--- src/rtl/bsq_pkg.sv ---
package bsq_pkg;

    // program-counter source, encoding is visible on the pc_sel port
    typedef enum logic [1:0] {
        PCSEL_SEQ    = 2'b00,
        PCSEL_HOLD   = 2'b01,
        PCSEL_TARGET = 2'b10
    } pc_sel_e;

    // refill tracking after a redirect
    typedef enum logic [1:0] {
        ST_OPEN   = 2'b00,
        ST_DRAIN1 = 2'b01,
        ST_DRAIN2 = 2'b10,
        ST_DRAIN3 = 2'b11
    } flow_e;

    // fetch slot, IF/ID slot, ID/EX slot
    localparam int NUM_SLOTS = 3;

endpackage

--- src/rtl/bsq_resolve.sv ---
module bsq_resolve #(
    parameter int OP_W     = 3,
    parameter int PC_W     = 16,
    parameter logic [OP_W-1:0] BEQ_CODE = 3'b100
) (
    input  logic            exmem_valid,
    input  logic [OP_W-1:0] exmem_op,
    input  logic            exmem_eq,
    input  logic [PC_W-1:0] exmem_target,
    output logic            take,
    output logic [PC_W-1:0] take_target
);

    logic is_branch;

    always_comb begin
        is_branch   = exmem_valid && (exmem_op == BEQ_CODE);
        take        = is_branch && exmem_eq;
        take_target = exmem_target;
    end

endmodule

--- src/rtl/bsq_fsm.sv ---
module bsq_fsm
    import bsq_pkg::*;
(
    input  logic clk,
    input  logic rst_n,
    input  logic take,
    output logic redirect
);

    flow_e state, state_nxt;

    always_ff @(posedge clk) begin
        if (!rst_n) begin
            state <= ST_OPEN;
        end else begin
            state <= state_nxt;
        end
    end

    always_comb begin
        redirect  = 1'b0;
        state_nxt = state;
        unique case (state)
            ST_OPEN: begin
                if (take) begin
                    redirect  = 1'b1;
                    state_nxt = ST_DRAIN1;
                end
            end
            ST_DRAIN1: state_nxt = ST_DRAIN2;
            ST_DRAIN2: state_nxt = ST_DRAIN3;
            ST_DRAIN3: state_nxt = ST_OPEN;
        endcase
    end


    drain_block_chk: assert property (@(posedge clk) disable iff (!rst_n)
        redirect |=> (!redirect && state == ST_DRAIN1));


    drain_walk_chk: assert property (@(posedge clk) disable iff (!rst_n)
        (state == ST_DRAIN2) |=> (state == ST_DRAIN3));

endmodule

--- src/rtl/bsq_squash.sv ---
module bsq_squash #(
    parameter int NSLOT = 3
) (
    input  logic             redirect,
    input  logic [NSLOT-1:0] slot_valid,
    output logic [NSLOT-1:0] squash,
    output logic [NSLOT-2:0] hz_live
);

    for (genvar g = 0; g < NSLOT; g++) begin : g_kill
        assign squash[g] = redirect & slot_valid[g];
    end

    for (genvar h = 1; h < NSLOT; h++) begin : g_live
        assign hz_live[h-1] = slot_valid[h] & ~redirect;
    end

endmodule

--- src/rtl/branch_squash_ctl.sv ---
module branch_squash_ctl
    import bsq_pkg::*;
#(
    parameter int PC_W = 16,
    parameter int OP_W = 3,
    parameter logic [OP_W-1:0] BEQ_CODE = 3'b100
) (
    input  logic                 clk,
    input  logic                 rst_n,
    input  logic [PC_W-1:0]      pc_cur,
    input  logic                 stall_req,
    input  logic                 ifid_valid,
    input  logic                 idex_valid,
    input  logic                 exmem_valid,
    input  logic [OP_W-1:0]      exmem_op,
    input  logic                 exmem_eq,
    input  logic [PC_W-1:0]      exmem_target,
    output logic [1:0]           pc_sel,
    output logic [PC_W-1:0]      next_pc,
    output logic [NUM_SLOTS-1:0] squash,
    output logic                 stall_out,
    output logic [NUM_SLOTS-2:0] hz_live
);

    logic            take;
    logic [PC_W-1:0] take_target;
    logic            redirect;
    pc_sel_e         sel;

    bsq_resolve #(
        .OP_W     (OP_W),
        .PC_W     (PC_W),
        .BEQ_CODE (BEQ_CODE)
    ) u_resolve (
        .exmem_valid  (exmem_valid),
        .exmem_op     (exmem_op),
        .exmem_eq     (exmem_eq),
        .exmem_target (exmem_target),
        .take         (take),
        .take_target  (take_target)
    );

    bsq_fsm u_fsm (
        .clk      (clk),
        .rst_n    (rst_n),
        .take     (take),
        .redirect (redirect)
    );

    bsq_squash #(
        .NSLOT (NUM_SLOTS)
    ) u_squash (
        .redirect   (redirect),
        .slot_valid ({idex_valid, ifid_valid, 1'b1}),
        .squash     (squash),
        .hz_live    (hz_live)
    );

    always_comb begin
        if (redirect) begin
            sel = PCSEL_TARGET;
        end else if (stall_req) begin
            sel = PCSEL_HOLD;
        end else begin
            sel = PCSEL_SEQ;
        end
        stall_out = stall_req & ~redirect;
    end

    always_comb begin
        next_pc = pc_cur + PC_W'(1);
        unique case (sel)
            PCSEL_TARGET: next_pc = take_target;
            PCSEL_HOLD:   next_pc = pc_cur;
            default:      next_pc = pc_cur + PC_W'(1);
        endcase
        pc_sel = sel;
    end


    target_sel_chk: assert property (@(posedge clk) disable iff (!rst_n)
        (pc_sel == PCSEL_TARGET) |-> (next_pc == exmem_target));


    squash_quiet_chk: assert property (@(posedge clk) disable iff (!rst_n)
        (pc_sel != PCSEL_TARGET) |-> (squash == '0));


    stall_override_chk: assert property (@(posedge clk) disable iff (!rst_n)
        (pc_sel == PCSEL_TARGET) |-> !stall_out);


    hold_pc_chk: assert property (@(posedge clk) disable iff (!rst_n)
        (pc_sel == PCSEL_HOLD) |-> (next_pc == pc_cur && stall_out));


    invalid_slot_chk: assert property (@(posedge clk) disable iff (!rst_n)
        !exmem_valid |-> (pc_sel != PCSEL_TARGET));

endmodule

--- config.mk ---
export PLATFORM = sky130hd
export DESIGN_NAME = branch_squash_ctl
export DESIGN_NICKNAME = d
export VERILOG_FILES = /design/src/rtl/bsq_pkg.sv /design/src/rtl/bsq_resolve.sv /design/src/rtl/bsq_fsm.sv /design/src/rtl/bsq_squash.sv /design/src/rtl/branch_squash_ctl.sv
export SDC_FILE = /design/constraint.sdc
export NUM_CORES = 1
export LEC_CHECK = 0
export BUFFER_PORTS_ARGS = -buffer_cell sky130_fd_sc_hd__buf_2
export CORE_MARGIN = 4
export CORE_UTILIZATION = 36
export DETAILED_ROUTE_END_ITERATION = 8
export HOLD_SLACK_MARGIN = 0.03
export PLACE_DENSITY_LB_ADDON = 0.1
export REMOVE_ABC_BUFFERS = 1
export SLEW_MARGIN = 15
export SYNTH_ARGS = -nofsm -noshare
export SYNTH_HDL_FRONTEND = slang
export SYNTH_SLANG_ARGS = --single-unit
--- constraint.sdc ---
create_clock -name clk -period 2.2 [get_ports clk]
set_input_delay 0.44 -clock clk [delete_from_list [all_inputs] [get_ports clk]]
set_output_delay 0.44 -clock clk [all_outputs]
set_load 0.01 [all_outputs]
==> results of run 1 <==
==> cell families after synthesis <==
logic type                 Yosys count
DFF                                  2
buffers and inverters               11
AOI/OAI and AO/OA                   16
xor gates and xnor gates            15
and+or+nand+nor                     47
muxes                                4
adders and majority gates            4
==> per-stage QoR <==
stage | total power (W) | hold slack [ps] | instance area, sq um | TNS [ps] | instances
6_report | 0.000376 | 459 | 1110 | 0 | 190
5_1_grt | 0.000419 | 478 | 1110 | 0 | 190
4_1_cts | 0.000383 | 459 | 1090 | 0 | 190
3_5_place_dp | 0.000298 | 573 | 1070 | 0 | 187
3_3_place_gp | 0.000283 | 541 | 1070 | 0 | 187
2_1_floorplan | 0.000186 | 513 | 659 | -2630 | 92
==> critical path: cells and delay by family <==
kind | cells | cell delay (ps)
AOI/OAI and AO/OA | 1 | 130
xor gates and xnor gates | 1 | 100
buffers and inverters | 2 | 280
and+or+nand+nor | 2 | 540
adders and majority gates | 1 | 170
==> area by class of cell <==
type	instances	share of cell area [%]
repair buffers	70	33.9
multi-input cells	86	56.3
clock buffers	3	2.03
flip-flops and latches	2	3.62
well taps	25	2.82
inverters	4	1.36
==> synth_stat cells (all sizes together) <==
| library cell | n |
|---|---|
| nor4 | 5 |
| nand4 | 3 |
| nand3 | 4 |
| o21ai | 14 |
| nand2 | 18 |
| mux2 | 2 |
| inv | 4 |
| xnor2 | 10 |
| mux2i | 2 |
| nor2 | 3 |
| nor3 | 3 |
| a21boi | 1 |
| xor2 | 5 |
| and2 | 2 |
| o311a | 1 |
| nand4b | 1 |
| dfxtp | 2 |
| nor4bb | 1 |
| nand3b | 1 |
| nor2b | 5 |
| and3 | 1 |
| buf | 7 |
| ha | 4 |
==> power breakdown <==
group          internal, W  leakage, nW   total, W  switching [W]
sequential       0.0000490       0.0164  0.0000545     0.00000552
combinational     0.000116        0.499   0.000243       0.000126
clock            0.0000600       0.0138  0.0000790      0.0000190
==> worst max path at each step <==
stage	end	cells after the start	from	slack (ps)
finish	next_pc[12]	7	pc_cur[0]	100
global route	next_pc[2]	7	exmem_op[1]	8
CTS	next_pc[11]	7	exmem_op[1]	10
detailed placement	next_pc[11]	7	exmem_op[1]	4
global placement	next_pc[12]	7	exmem_op[1]	60
floorplan	next_pc[13]	3	exmem_op[1]	-270
==> repair_timing <==
item	CTS	global route
setup buffers	0	0
gates resized for setup	0	3
setup endpoints to repair	0	18
==> metal layers <==
metal  routed length (microns)  GRT usage [%]  part of all wire (%)
met1                       788           15.2                    37
met2                      1160           29.7                    55
met3                       173           3.72                   8.2
met4                         0           5.11                     0
met5                         0              0                     0
==> flow_summary.yaml, run 1 <==
outcome:
  status: "finished clean"
critical_path:
  crit_path_cell_trace: "buf_2, ha_1, nand3b_1, nor4_2, xnor2_1, o21ai_1, buf_2"
  setup.worst_path.end_class: "output pin"
  max_stage_delay_ps: 330
  startpoint_type: "primary input"
  slowest_stage: "nor4_2"
  critical_path_class: "in2out"
  cp.required_ps: 1760
  critical_path.most_common_cell: "buf_2"
  ff2ff_path_depth: 5
  r2r_slack_ps: 940
  r2r_start: "u_fsm.state[0]"
  worstPathArrival_ps: 1660
  crit_fanout: 5
  r2r-end: "u_fsm.state[1]"
grt:
  grt_usage_pct: 15.1
  grt_overflow: 0
  grt_max_degree: 28
  antenna_found_initial: 0
  first_global_vias: 774
  grt_pass1_wl_microns: 3120
yosys:
  yosysWarnings: 0
  ys_ff_latch: 2
  synthTopCellsByArea: "xnor2_1 12%, o21ai_1 10%, nand2_1 9.6%"
  synthXorXnorAreaFrac_pct: 18.7
  synth_top_family_by_area: "simple AND/OR/NAND/NOR gates"
  synth_cell_types: 25
  synth_compound_area_share_pct: 12.5
  synth_adder_area_share_pct: 7.13
  synthCells: 99
  yosysTopAreaCell: "xnor2_1"
  synthSimpleGateAreaFrac_pct: 41.7
  postSynthAreaPerCell_sq_um: 7.09
  netlist.area_leader.share_pct: 12.5
  muxShareOfSynthArea_pct: 6.06
  ys_seq_area_share_pct: 5.70
  synth_area_sq_um: 702
cts:
  cts_tree: "built"
  holdBufCountCts: 0
  ctsRootBufferMaster: "clkbuf_4"
  htree_num_levels: 1
  numCtsBuffers: 3
  cts.sinks: 2
  clkLatencyLatePin_ps: 220
  clkTransAtPathRegs_ps: 30
  clockBufferDepth: 2
cells_and_area:
  utilization_pct: 62.1
  seq_area_sq_um: 40.0
  final_nets: 213
  top_register: "u_fsm.state"
  antenna_cells: 0
  largest_register_ffs: 2
  layout_commonest_cell: "buf_2"
  top_regs: "u_fsm.state: 2 flops"
  nFillCells: 174
  layout_common_cells: "65 x buf_2, 18 x nand2_1, 14 x o21ai_1, 10 x xnor2_1"
  multi_input_area_sq_um: 623
  area_growth_pct: 57.8
  layout-drive-gt1-share_pct: 49.1
timing:
  fmax_mhz: 475
  worst_clock_skew_ps: 0.233
  min_period_ps: 2100
  setup_viol_count_final: 0
  tightest_slew_ps: 297
  setup_slack_ps: 96.9
  drv_slew: 0
  slew_headroom_pct: 79.9
  finalCritPeriodShare_pct: 95.6
  rsz0062_at_grt: "false"
  hold_viol: 0
die:
  ios: 66
  fp.dieArea_sq_um: 2720
  coreArea_sq_um: 1780
  die_h_microns: 52.2
  start_util_pct: 39.4
  die_w_microns: 52.2
  floorplan.rows: 15
hold_path:
  hold_path_depth: 2
  holdPathEnd: "u_fsm.state[1]"
  min_from: "rst_n"
  min_path_type: "in2reg"
drt:
  wire_per_inst_microns: 11.2
  drcViolationCount: 0
  ant_nets: 0
  viasPerCell: 4.59
  firstDrtPassIters: 4
  wl_microns: 2120
  vias: 872
  drtIter0Drc: 9
place:
  place_hpwl_microns: 1840
  place_worst_setup_slack_ps: 3.71
  place_congestion: 0.690
  port_buffers: 65
power_and_ir_drop:
  power_density_nw_per_um2: 340
  vdd_drop_max_v: 0.000294
  leakagePower_nw: 0.530
flow_run:
  max-cap-violations: 0
(Power assumes the default switching activity.)
==> inputs of run 2 (changes only) <==
--- a/config.mk
+++ b/config.mk
@@ -11,6 +11,7 @@
 export DETAILED_ROUTE_END_ITERATION = 8
 export HOLD_SLACK_MARGIN = 0.03
 export PLACE_DENSITY_LB_ADDON = 0.1
+export RECOVER_POWER = 50
 export REMOVE_ABC_BUFFERS = 1
 export SLEW_MARGIN = 15
 export SYNTH_ARGS = -nofsm -noshare
==> run 2 against run 1 <==
Utilization down 0.49 points. Flip-flop and latch count unchanged. Die area unchanged. First-iteration DRC count unchanged. Critical path type unchanged. Power down 0.72%. Sequential power about the same. Hold slack unchanged. Global-route usage unchanged. Count of clock-buffer cells in the layout unchanged. Critical path depth unchanged. Via count up 0.11%. Combinational power about the same.
==> flow_summary.yaml, run 2 (same netlist as run 1, synthesis figures left out) <==
outcome:
  status: "finished clean"
critical_path:
  critical_path_class: "in2out"
  r2r_slack_ps: 820
  setup.worst_path.end_class: "output pin"
  startpoint_type: "primary input"
  r2r-end: "u_fsm.state[1]"
  cp.required_ps: 1760
  crit_fanout: 5
  worstPathArrival_ps: 1660
  r2r_start: "u_fsm.state[0]"
  ff2ff_path_depth: 5
cts:
  clockBufferDepth: 2
  clkTransAtPathRegs_ps: 30
  htree_num_levels: 1
  ctsRootBufferMaster: "clkbuf_4"
  numCtsBuffers: 3
  cts.sinks: 2
  clkLatencyLatePin_ps: 220
  holdBufCountCts: 0
  cts_tree: "built"
drt:
  drtIter0Drc: 9
  wire_per_inst_microns: 11.2
  viasPerCell: 4.59
  wl_microns: 2130
  ant_nets: 0
  vias: 873
  firstDrtPassIters: 4
  drcViolationCount: 0
grt:
  grt_usage_pct: 15.1
  grt_pass1_wl_microns: 3120
  antenna_found_initial: 0
  grt_max_degree: 28
  first_global_vias: 774
  grt_overflow: 0
die:
  die_w_microns: 52.2
  die_h_microns: 52.2
  floorplan.rows: 15
  coreArea_sq_um: 1780
  start_util_pct: 39.4
  ios: 66
  fp.dieArea_sq_um: 2720
timing:
  fmax_mhz: 475
  tightest_slew_ps: 463
  worst_clock_skew_ps: 0.233
  rsz0062_at_grt: "false"
  slew_headroom_pct: 68.8
  min_period_ps: 2100
  drv_slew: 0
  tns_ps: 0
  hold_viol: 0
  finalCritPeriodShare_pct: 95.6
  setup_viol_count_final: 0
  worst_hold_slack_ps: 459
cells_and_area:
  antenna_cells: 0
  largest_register_ffs: 2
  layout_common_cells: "58 x buf_2, 18 x nand2_1, 14 x o21ai_1, 10 x xnor2_1, 7 x clkbuf_1"
  nFillCells: 180
  area_growth_pct: 56.5
  fin_area_sq_um: 1100
  top_register: "u_fsm.state"
  top_regs: "u_fsm.state: 2 flops"
  layout_commonest_cell: "buf_2"
  final_nets: 213
  layout-drive-gt1-share_pct: 44.8
place:
  place_area_sq_um: 1070
  port_buffers: 65
  place_congestion: 0.690
  place_hpwl_microns: 1840
hold_path:
  holdPathEnd: "u_fsm.state[1]"
  min_path_type: "in2reg"
  min_from: "rst_n"
  hold_path_depth: 2
power_and_ir_drop:
  leakagePower_nw: 0.507
  vdd_drop_max_v: 0.000294
  power.total_w: 0.000373
  power_density_nw_per_um2: 340
flow_run:
  max-cap-violations: 0
-- run 2: changes by cell type in the layout (fill, tap and decap cells not counted) --
cell and delta:
a21boi_0 +1, a21boi_1 -1, buf_2 -7, clkbuf_1 +7
-- run 2: final cells by class --
class | instances | area (sq um) | share of cell area [%]
timing repair buffer | 70 | 367 | 33.4
inverter | 4 | 15.0 | 1.37
clock buffer | 3 | 22.5 | 2.05
sequential | 2 | 40.0 | 3.64
tap | 25 | 31.3 | 2.85
multi-input combinational | 86 | 623 | 56.7
-- run 2: per-layer routing --
layer	GRT usage, %	wire length, microns
met5	0	0
met4	5.11	0
met3	3.72	180
met2	29.7	1160
met1	15.2	786
-- run 2: worst max-delay path by stage --
stage	endpoint	slack (ps)	cells after the start	from
CTS	next_pc[11]	10	7	exmem_op[1]
detailed placement	next_pc[11]	4	7	exmem_op[1]
finish	next_pc[12]	100	7	pc_cur[0]
floorplan	next_pc[13]	-270	3	exmem_op[1]
global route	next_pc[2]	30	7	exmem_op[1]
global placement	next_pc[12]	60	7	exmem_op[1]
-- run 2: worst max-delay path, stage by stage --
cell      delay (ps)
buf_2            130
ha_1             170
nand3b_1         210
nor4_2           330
xnor2_1          100
o21ai_1          130
buf_2            150
-- run 2: repair_timing --
action | 4_1_cts | 5_1_grt
resized for setup | 0 | 3
setup endpoints to repair | 0 | 18
setup buffers | 0 | 0
-- run 2: per-stage QoR --
stage	setup WS, ps	util [%]	cells
2_1_floorplan	-273	-	92
3_3_place_gp	58.1	59.8	187
3_5_place_dp	3.71	59.8	187
4_1_cts	11.0	61.1	190
5_1_grt	27.8	61.6	190
6_report	96.9	61.6	190
-- run 2: where the power goes --
| group | leakage [nW] | internal, W | total (W) | switching, W |
|---|---|---|---|---|
| clock network | 0.0138 | 0.0000600 | 0.0000790 | 0.0000190 |
| registers | 0.0164 | 0.0000490 | 0.0000545 | 0.00000552 |
| logic | 0.476 | 0.000113 | 0.000240 | 0.000127 |
| total | 0.507 | 0.000222 | 0.000373 | 0.000151 |
